--- src/rtl/qenc_pkg.sv ---
package qenc_pkg;
   localparam int NFLAG   = 7;
   localparam int FL_IDX  = 0;
   localparam int FL_QERR = 1;
   localparam int FL_CMP  = 2;
   localparam int FL_WRAP = 3;
   localparam int FL_CAP  = 4;
   localparam int FL_DIR  = 5;
   localparam int FL_MOVE = 6;

   typedef enum logic [1:0] {
      QM_X1  = 2'd0,
      QM_X2  = 2'd1,
      QM_X4  = 2'd2,
      QM_X4B = 2'd3
   } qmode_e;
endpackage

--- src/rtl/qenc_prescale.sv ---
module qenc_prescale #(
   parameter int SEL_W = 3
) (
   input  logic             clk,
   input  logic             rst_n,
   input  logic             run,
   input  logic [SEL_W-1:0] sel,
   output logic             tick
);
   localparam int CW = (1 << SEL_W) - 1;

   logic [CW-1:0] cnt;
   logic [CW:0]   one_sh;
   logic [CW-1:0] mask;

   if (SEL_W < 1) begin : g_bad_sel
      initial $fatal(1, "qenc_prescale: SEL_W must be at least 1");
   end

   assign one_sh = {{CW{1'b0}}, 1'b1} << sel;
   assign mask   = CW'(one_sh - 1'b1);
   assign tick   = &(cnt | ~mask);

   always_ff @(posedge clk or negedge rst_n) begin
      if (!rst_n)   cnt <= '0;
      else if (run) cnt <= cnt + 1'b1;
   end
endmodule

--- src/rtl/qenc_input_filter.sv ---
module qenc_input_filter #(
   parameter int SEL_W = 2
) (
   input  logic             clk,
   input  logic             rst_n,
   input  logic             run,
   input  logic             tick,
   input  logic [SEL_W-1:0] depth,
   input  logic             din,
   output logic             dout
);
   localparam int HW = (1 << SEL_W) - 1;

   logic [1:0]    sync;
   logic [HW-1:0] hist;
   logic          s;
   logic          agree;

   if (SEL_W < 1) begin : g_bad_depth
      initial $fatal(1, "qenc_input_filter: SEL_W must be at least 1");
   end

   assign s = sync[1];

   always_comb begin
      agree = 1'b1;
      for (int i = 0; i < HW; i++) begin
         if (i < int'(depth) && hist[i] != s) agree = 1'b0;
      end
   end

   always_ff @(posedge clk or negedge rst_n) begin
      if (!rst_n) begin
         sync <= '0;
         hist <= '0;
         dout <= 1'b0;
      end else if (run) begin
         sync <= {sync[0], din};
         if (tick) begin
            hist <= (hist << 1) | HW'(s);
            if (agree) dout <= s;
         end
      end
   end
endmodule

--- src/rtl/qenc_step_decode.sv ---
module qenc_step_decode
   import qenc_pkg::*;
(
   input  logic   clk,
   input  logic   rst_n,
   input  logic   run,
   input  logic   a,
   input  logic   b,
   input  qmode_e mode,
   output logic   up,
   output logic   dn,
   output logic   err
);
   logic pa, pb;
   logic ch_a, ch_b, single, fwd, counted;

   assign ch_a   = a ^ pa;
   assign ch_b   = b ^ pb;
   assign single = ch_a ^ ch_b;
   assign fwd    = pb ^ a;

   always_comb begin
      unique case (mode)
         QM_X1:   counted = ch_a & ~b;
         QM_X2:   counted = ch_a;
         default: counted = 1'b1;
      endcase
   end

   assign up  = run & single & counted & fwd;
   assign dn  = run & single & counted & ~fwd;
   assign err = run & ch_a & ch_b;

   always_ff @(posedge clk or negedge rst_n) begin
      if (!rst_n) begin
         pa <= 1'b0;
         pb <= 1'b0;
      end else if (run) begin
         pa <= a;
         pb <= b;
      end
   end
endmodule

--- src/rtl/qenc_capture.sv ---
module qenc_capture #(
   parameter int DLY_W = 32
) (
   input  logic             clk,
   input  logic             rst_n,
   input  logic             run,
   input  logic             strobe,
   input  logic [DLY_W-1:0] delay,
   output logic             fire
);
   logic [2:0]       sync;
   logic             edge_seen;
   logic             busy;
   logic [DLY_W-1:0] cnt;

   if (DLY_W < 1) begin : g_bad_dly
      initial $fatal(1, "qenc_capture: DLY_W must be at least 1");
   end

   assign edge_seen = sync[1] & ~sync[2];
   assign fire = run & ((edge_seen & ~busy & (delay == '0)) |
                        (busy & (cnt == DLY_W'(1))));

   always_ff @(posedge clk or negedge rst_n) begin
      if (!rst_n) begin
         sync <= '0;
         busy <= 1'b0;
         cnt  <= '0;
      end else if (run) begin
         sync <= {sync[1:0], strobe};
         if (busy) begin
            if (cnt == DLY_W'(1)) busy <= 1'b0;
            cnt <= cnt - 1'b1;
         end else if (edge_seen && delay != '0) begin
            busy <= 1'b1;
            cnt  <= delay;
         end
      end
   end
endmodule

--- src/rtl/qenc_counter.sv ---
module qenc_counter
   import qenc_pkg::*;
#(
   parameter int CNT_W  = 32,
   parameter int DLY_W  = 32,
   parameter int FILT_W = 2,
   parameter int PSC_W  = 3
) (
   input  logic              clk,
   input  logic              rst_n,
   input  logic              cfg_enable,
   input  logic [1:0]        cfg_mode,
   input  logic              cfg_swap,
   input  logic [FILT_W-1:0] cfg_filt,
   input  logic [PSC_W-1:0]  cfg_presc,
   input  logic              cfg_idx_reload,
   input  logic              cfg_wrap_en,
   input  logic              cfg_sticky,
   input  logic [CNT_W-1:0]  max_val,
   input  logic [CNT_W-1:0]  init_val,
   input  logic [CNT_W-1:0]  cmp_val,
   input  logic [DLY_W-1:0]  cap_delay,
   input  logic              ch_a,
   input  logic              ch_b,
   input  logic              ch_idx,
   input  logic              cap_strobe,
   input  logic [NFLAG-1:0]  flag_clr,
   input  logic [NFLAG-1:0]  irq_mask,
   output logic [CNT_W-1:0]  pos,
   output logic [CNT_W-1:0]  idx_pos,
   output logic [CNT_W-1:0]  cap_pos,
   output logic              dir,
   output logic [NFLAG-1:0]  flags,
   output logic              irq
);
   localparam int NIN = 3;

   if (CNT_W < 2) begin : g_bad_cnt
      initial $fatal(1, "qenc_counter: CNT_W must be at least 2");
   end

   logic             run;
   logic             smp_tick;
   logic [NIN-1:0]   raw_in;
   logic [NIN-1:0]   flt;
   logic             dec_a, dec_b;
   logic             st_up, st_dn, st_err;
   logic             idx_q, idx_hit;
   logic             cap_fire;
   logic [CNT_W-1:0] pos_n;
   logic             wrapped, stepped, reload;
   logic [NFLAG-1:0] fset;

   assign run    = cfg_enable;
   assign raw_in = {ch_idx, ch_b, ch_a};

   qenc_prescale #(.SEL_W(PSC_W)) u_psc (
      .clk(clk), .rst_n(rst_n), .run(run), .sel(cfg_presc), .tick(smp_tick)
   );

   for (genvar g = 0; g < NIN; g++) begin : g_flt
      qenc_input_filter #(.SEL_W(FILT_W)) u_flt (
         .clk(clk), .rst_n(rst_n), .run(run), .tick(smp_tick),
         .depth(cfg_filt), .din(raw_in[g]), .dout(flt[g])
      );
   end

   assign dec_a = cfg_swap ? flt[1] : flt[0];
   assign dec_b = cfg_swap ? flt[0] : flt[1];

   qenc_step_decode u_dec (
      .clk(clk), .rst_n(rst_n), .run(run), .a(dec_a), .b(dec_b),
      .mode(qmode_e'(cfg_mode)), .up(st_up), .dn(st_dn), .err(st_err)
   );

   qenc_capture #(.DLY_W(DLY_W)) u_cap (
      .clk(clk), .rst_n(rst_n), .run(run), .strobe(cap_strobe),
      .delay(cap_delay), .fire(cap_fire)
   );

   assign idx_hit = run & flt[2] & ~idx_q;
   assign reload  = idx_hit & cfg_idx_reload;
   assign stepped = (st_up | st_dn) & ~reload;

   always_comb begin
      pos_n   = pos;
      wrapped = 1'b0;
      if (reload) begin
         pos_n = init_val;
      end else if (st_up) begin
         if (cfg_wrap_en && pos == max_val) begin
            pos_n   = init_val;
            wrapped = 1'b1;
         end else begin
            pos_n = pos + 1'b1;
         end
      end else if (st_dn) begin
         if (cfg_wrap_en && pos == init_val) begin
            pos_n   = max_val;
            wrapped = 1'b1;
         end else begin
            pos_n = pos - 1'b1;
         end
      end
   end

   always_comb begin
      fset          = '0;
      fset[FL_IDX]  = idx_hit;
      fset[FL_QERR] = st_err;
      fset[FL_CMP]  = stepped & (pos_n == cmp_val);
      fset[FL_WRAP] = stepped & wrapped;
      fset[FL_CAP]  = cap_fire;
      fset[FL_DIR]  = stepped & (st_up != dir);
      fset[FL_MOVE] = stepped;
   end

   always_ff @(posedge clk or negedge rst_n) begin
      if (!rst_n) begin
         pos     <= '0;
         idx_pos <= '0;
         cap_pos <= '0;
         dir     <= 1'b0;
         idx_q   <= 1'b0;
      end else if (run) begin
         pos   <= pos_n;
         idx_q <= flt[2];
         if (idx_hit)  idx_pos <= pos;
         if (cap_fire) cap_pos <= pos;
         if (stepped)  dir     <= st_up;
      end
   end

   always_ff @(posedge clk or negedge rst_n) begin
      if (!rst_n)          flags <= '0;
      else if (!run)       flags <= cfg_sticky ? (flags & ~flag_clr) : '0;
      else                 flags <= (flags & ~flag_clr) | fset;
   end

   assign irq = |(flags & irq_mask);
endmodule

--- config.mk ---
export PLATFORM = sky130hd
export DESIGN_NAME = qenc_counter
export DESIGN_NICKNAME = d
export VERILOG_FILES = /design/src/rtl/qenc_pkg.sv /design/src/rtl/qenc_prescale.sv /design/src/rtl/qenc_input_filter.sv /design/src/rtl/qenc_step_decode.sv /design/src/rtl/qenc_capture.sv /design/src/rtl/qenc_counter.sv
export SDC_FILE = /design/constraint.sdc
export NUM_CORES = 1
export LEC_CHECK = 0
export ABC_AREA = 0
export BUFFER_PORTS_ARGS = -buffer_cell sky130_fd_sc_hd__buf_2
export CORE_ASPECT_RATIO = 1.75
export CORE_MARGIN = 1.5
export CORE_UTILIZATION = 40
export CTS_CLUSTER_SIZE = 24
export DETAILED_ROUTE_END_ITERATION = 16
export HOLD_SLACK_MARGIN = 0.12
export PLACE_DENSITY_LB_ADDON = 0.08
export SLEW_MARGIN = 10
export SYNTH_ARGS = -nofsm -noshare
export SYNTH_HDL_FRONTEND = slang
export SYNTH_HIERARCHICAL = 1
export SYNTH_SLANG_ARGS = --single-unit
--- constraint.sdc ---
create_clock -name clk -period 5.85 [get_ports clk]
set_clock_uncertainty 0.15 [all_clocks]
set_input_delay 0.2925 -clock clk [delete_from_list [all_inputs] [get_ports clk]]
set_output_delay 0.2925 -clock clk [all_outputs]
set_load 0.03 [all_outputs]
## After elaboration in Yosys (flattened, before gate mapping)

Cells that the tools add are included.

- Bits in registers: 168
- Input bits: 160
- Output and inout bits: 105
- Logic and storage cells: 139

- Add/sub/neg operators: 5
- $lt $le $gt $ge: 3
- Eq/ne operators: 15
- Shifts and indexed selects: 1
- Multiplexer cells: 29
- Bitwise operators: 40
- Reduce and logical (&&, ||, !) cells: 25

Operator list:

| kind | count |
|---|---|
| 32-bit two-way mux | 7 |
| 32-bit equality test | 3 |
| 32-bit by 1-bit subtractor with 32-bit output (second input constant) | 2 |
| 32-bit by 1-bit adder with 32-bit output (second input constant) | 1 |
| 32-bit by 1-bit equality test with 1-bit output (second input constant) | 1 |
| 32-bit logical NOT | 1 |
| 32-bit nonzero test | 1 |
| 9-bit AND reduction | 3 |
| 1-bit bitwise AND | 19 |
| 1-bit two-way mux | 19 |
| 7-bit bitwise AND | 2 |
| 7-bit two-way mux | 2 |
| 7-bit NOT | 2 |
| 7-bit bitwise OR | 2 |
| 1-bit logical AND | 12 |
| 1-bit != test | 10 |
| 3-bit by 1-bit bitwise OR with 3-bit output | 3 |
| 2-bit AND reduction | 4 |
| 8-bit AND reduction | 1 |
| 7-bit by 1-bit adder with 7-bit output (second input constant) | 1 |
| 7-bit OR reduction | 1 |
| 1-bit by 3-bit left shift with 7-bit output (first input constant) | 1 |
| 7-bit by 1-bit subtractor with 7-bit output (second input constant) | 1 |
| 1-bit NOT | 6 |
| other kinds (8) | 13 |

## Depth between registers and ports, before layout

- Depth after elaboration: 13
- Gate-level depth with buffers: 17

## Hierarchy

The synthesis kept the hierarchy.

Modules (own cells, without submodules):

| module | times used | cells each | area an instance (um^2) |
|---|---|---|---|
| qenc_counter | 1 | 1045 | 8485.6 |
| qenc_capture | 1 | 269 | 2404.8 |
| qenc_input_filter | 3 | 23 | 272.8 |
| qenc_prescale | 1 | 33 | 355.3 |
| qenc_step_decode | 1 | 14 | 146.4 |

## Least setup slack after synthesis

Ideal clock, no wire load.

- Kind: register -> register
- Start point: register pos[29]
- End point: register flags[2]
- Library setup time: 0.092 ns
- Arrival: 4.130 ns
- Required time: 5.608 ns
- Path slack: 1.478 ns
- Stages on the path, launching flop included: 15
- Clock period less this slack: 4.372 ns
- Path through: dfrtp_1 > clkbuf_1 > xor2_1 > or4_1 > or4_1 > buf_2 > nor3_4 > clkbuf_1 > nand3_1 > a32oi_1 > xnor2_1 > o21ai_0 > a2111o_1 > or4_1 > o31ai_2

- Cells in the longest elaborated chain, start to end: 10
- Elaborated cells on any way between the ends: 15
- Those cells by class: 2 x add/sub; 3 x eq/ne; 6 x mux; 2 x bitwise; 2 x reduce/logical

Ends and longest elaborated chain:

| what | line | RTL |
|---|---|---|
| start: declaration | qenc_counter.sv:29 | `output logic [CNT_W-1:0] pos,` |
| start signal: assignment | qenc_counter.sv:126 | `pos <= pos_n;` |
| branches (longest 4 deep; another with 32-bit by 1-bit subtractor with 32-bit output) | - |  |
| 32-bit two-way mux (*) | qenc_counter.sv:90 | `end else if (st_up) begin` |
| 32-bit two-way mux (*) | qenc_counter.sv:88 | `if (reload) begin` |
| 32-bit equality test (*) | qenc_counter.sv:111 | `fset[FL_CMP] = stepped & (pos_n == cmp_val);` |
| 1-bit bitwise AND (*) | qenc_counter.sv:111 |  |
| 7-bit bitwise OR (*) | qenc_counter.sv:137 | `else flags <= (flags & ~flag_clr) \| fset;` |
| 7-bit two-way mux (*) | qenc_counter.sv:136 | `else if (!run) flags <= cfg_sticky ? (flags & ~flag_clr) : '0;` |
| end signal: assignment | qenc_counter.sv:136 |  |
| end signal: assignment | qenc_counter.sv:137 |  |
| end: declaration | qenc_counter.sv:33 | `output logic [NFLAG-1:0] flags,` |

Mark *: on every way between the ends.
A chain may end at the register's enable or synchronous reset.

## Worst setup path after layout

- Start point: register pos[1]
- End point: register flags[2]

The elaborated chain is that of the path after synthesis.

==> flow_summary.json <==
{
  "r2r_setup_slack_ns": 0.24,
  "worst_hold_path_type": "input port to flip-flop",
  "synth_cell_type_count": 88,
  "syn_to_final_growth_pct": 25.42,
  "rsz0062_at_grt": "false",
  "clkTransAtPathRegs_ns": 0.08,
  "hold_viol_final": 0,
  "outcome": "finished clean",
  "synth_fp_nets": 1595,
  "die_x_um": 135.1,
  "rr_endpoint": "flags[2]$_DFF_PN0_",
  "grt_pass1_vias": 13200,
  "r2r-start": "pos[1]$_DFFE_PN0P_",
  "path_class": "flip-flop to flip-flop",
  "viasPerCell": 6.250,
  "power_mw": 6.763,
  "fill_cells": 2971,
  "nets": 1896,
  "slew_headroom_pct": 9.142,
  "arrival_ns": 5.87,
  "place_hpwl_mm": 46.27,
  "cts_tree": "yes",
  "reg2regPathDepth": 12,
  "antenna_found_initial": 1,
  "clkSinkCount": 168,
  "synth_top_area_share_pct": 34.43,
  "cts_setup_buffers": 0,
  "async_flop_share_pct": 100.0,
  "io_pins": 265,
  "grt_start_max_net_pins": 67,
  "num_rows": 84,
  "start_util_pct": 40.62,
  "maxCapViolCount": 0,
  "synth-seq-cells": 168,
  "finalSetupViolations": 0,
  "met3_usage_pct": 8.258,
  "min-delay-start": "init_val[9]",
  "synth_top_area_cell": "dfrtp_1",
  "place.gp.congestion": 1.072,
  "cp.required_ns": 6.11,
  "clock-root-buffer": "clkbuf_16",
  "maxSlewViolCount": 0,
  "synth-edff-count": 0,
  "core_um2": 30060,
  "globalRouteOverflowTotal": 0,
  "port_buffers": 264,
  "cts_buffer_depth": 2,
  "vias": 13330,
  "wl_mm": 60.61,
  "drc": 0,
  "drtIter0Drc": 1076,
  "period_needed_ns": 5.610,
  "powerDensity_nw_per_um2": 441.6,
  "ys_warn_count": 6,
  "final_util_pct": 50.95,
  "syn_area_um2": 12210,
  "top_usage_layer": "met2",
  "cellLeakagePower_nw": 6.553,
  "wl_per_cell_um": 28.42,
  "tightest_slew_ns": 1.350,
  "grt_first_pass_wirelength_mm": 86.85,
  "synth.area.top_cells": "dfrtp_1 34%, mux2_2 5.7%, xnor2_1 4.6%, xor2_1 4.0%, nand2_1 4.0%",
  "worstHoldPathCells": 3,
  "die_h_um": 234.1,
  "vdd_drop_max_uv": 258.3,
  "startpoint_type": "flip-flop",
  "ant_nets": 0,
  "worst_slack_ns": 0.2397,
  "fin_tns_setup_ns": 0,
  "fin_crit_sh_pct": 95.90,
  "synth_ff_type": "dfrtp_1",
  "crit_fanout": 12,
  "drive_above_1_share_pct": 26.55,
  "ys_seq_area_share_pct": 34.43,
  "die_area_um2": 31630,
  "pre_cts_slack_ns": 1.078,
  "grtUsageMet1_pct": 39.87,
  "synth.avg_cell_area_um2": 8.539,
  "numCtsBuffers": 17,
  "cp-end-kind": "flip-flop",
  "min_to": "pos[9]$_DFFE_PN0P_",
  "grt.total_usage_pct": 38.58,
  "firstDrtPassIters": 7,
  "clock_latency_ns": 0.48,
  "grtUsageMet2_pct": 65.88,
  "htreeDepth": 4,
  "synthCells": 1430,
  "fmax_ghz": 0.1782
}
## routing by layer
layer	wire length (µm)	part of all wire (%)	up-vias
met2	29760	49	723
met1	20700	34	6444
li1	-	-	5902
met4	5934	9.8	0
met3	4216	7.0	262
met5	0	0	-
## logic make-up after synthesis
logic type | share of synthesized area (%)
DFF | 34.43
xor gates and xnor gates | 8.607
AOI/OAI and AO/OA | 18.03
and+or+nand+nor | 25.11
muxes | 8.833
buffers and inverters | 4.478
adders and majority gates | 0.5123
## stage by stage
| step | instance area [µm²] | instances | hold WS [ns] |
|---|---|---|---|
| final | 15310 | 2133 | 0.1326 |
| after global routing | 15310 | 2131 | 0.1409 |
| after floorplan | 12210 | 1430 | -0.1531 |
| after global placement | 14070 | 2035 | 0.1210 |
| after detailed placement | 14070 | 2035 | 0.1241 |
| after CTS | 15310 | 2131 | 0.1224 |
## report_power, final
part / internal, mW / switching, mW / total, mW
Clock: 0.578 / 0.601 / 1.18
Combinational: 1.22 / 2.37 / 3.59
Sequential: 1.48 / 0.520 / 1.99
Total: 3.27 / 3.49 / 6.76
## worst max path at each step
stage                             start            endpoint  slack, ns  depth (start not counted)
floorplan           pos[29]$_DFFE_PN0P_  flags[2]$_DFF_PN0_       1.48                         14
global placement            max_val[28]  flags[2]$_DFF_PN0_       1.03                         12
detailed placement   pos[1]$_DFFE_PN0P_  flags[2]$_DFF_PN0_       1.08                         11
CTS                  pos[1]$_DFFE_PN0P_  flags[2]$_DFF_PN0_       0.52                         12
global route         pos[1]$_DFFE_PN0P_  flags[2]$_DFF_PN0_       0.12                         12
finish               pos[1]$_DFFE_PN0P_  flags[2]$_DFF_PN0_       0.24                         12
## flip-flops by register name (all words and copies together), names as in the netlist
name	cells
u_cap/sync	3
idx_pos	32
dir	1
u_cap/busy	1
pos	32
g_flt.u_flt/hist	9
g_flt.u_flt/dout	3
flags	7
u_dec/pb	1
u_psc/cnt	7
cap_pos	32
idx_q	1
g_flt.u_flt/sync	6
u_dec/pa	1
u_cap/cnt	32
## worst max-delay path: stages, from the launching register on
cell,delay (ns)
dfrtp_1,0.54
xnor2_1,0.78
nand2_1,0.17
or4_1,0.78
nor3_4,0.46
mux2i_1,0.18
a2111oi_4,0.39
xor2_1,0.19
o21ai_1,0.09
or4_1,0.59
or4_1,0.44
o31ai_2,0.18
dlygate4sd3_1,0.60
## layout make-up
class	instances	area (µm²)	area share, %
Antenna cell	2	5.005	0.03268
Clock buffer	17	425.4	2.778
Clock inverter	15	176.4	1.152
Inverter	39	146.4	0.9559
Multi-Input combinational cell	1120	7475	48.81
Sequential cell	168	4204	27.45
Tap cell	387	484.2	3.162
Timing Repair Buffer	385	2399	15.66
## cell usage after synthesis, types with 5 or more instances
| cell | count |
|---|---|
| and3_1 | 18 |
| a22oi_1 | 6 |
| a21oi_1 | 56 |
| nor2b_1 | 18 |
| mux2_1 | 8 |
| nand4b_1 | 7 |
| o221ai_1 | 5 |
| nand3_1 | 58 |
| nand2_2 | 6 |
| o221a_2 | 6 |
| ha_1 | 5 |
| xor2_1 | 56 |
| nor4_1 | 44 |
| mux2_2 | 62 |
| or3_1 | 19 |
| a221o_1 | 10 |
| inv_1 | 34 |
| buf_2 | 5 |
| and4_1 | 8 |
| a31oi_1 | 18 |
| nor3_1 | 63 |
| o21ai_0 | 80 |
| o22ai_1 | 18 |
| mux2i_1 | 29 |
| or4_1 | 20 |
| buf_1 | 7 |
| nand2_1 | 130 |
| nor2_1 | 108 |
| dfrtp_1 | 168 |
| nand2b_1 | 13 |
| clkbuf_1 | 90 |
| nand4_1 | 36 |
| xnor2_1 | 64 |
| o211ai_1 | 16 |
| a211oi_1 | 13 |
| o21ai_1 | 5 |
| a221oi_1 | 6 |
## layout by cell type, fill, tap and decap left out, drive strengths merged, types with 8 or more instances in the layout
cell type and instances:
a31oi 18, xor2 56, dfrtp 168, o21ai 86, mux2 70, nor3 66
nor2b 18, inv 47, o22ai 18, buf 321, o211ai 16, a211oi 13
nand2b 13, xnor2 64, nand4 37, mux2i 29, nor4 49, a221oi 10
nor2 108, a221o 10, or3 20, and4 8, clkbuf 17, dlygate4sd3 64
and3 18, nand3 58, a21oi 56, nand2 136, or4 22
## repair_timing
action	4_1_cts	5_1_grt
resized for setup	0	0
hold endpoints to repair	113	0
hold buffers	64	0
(Power assumes the default switching activity.)
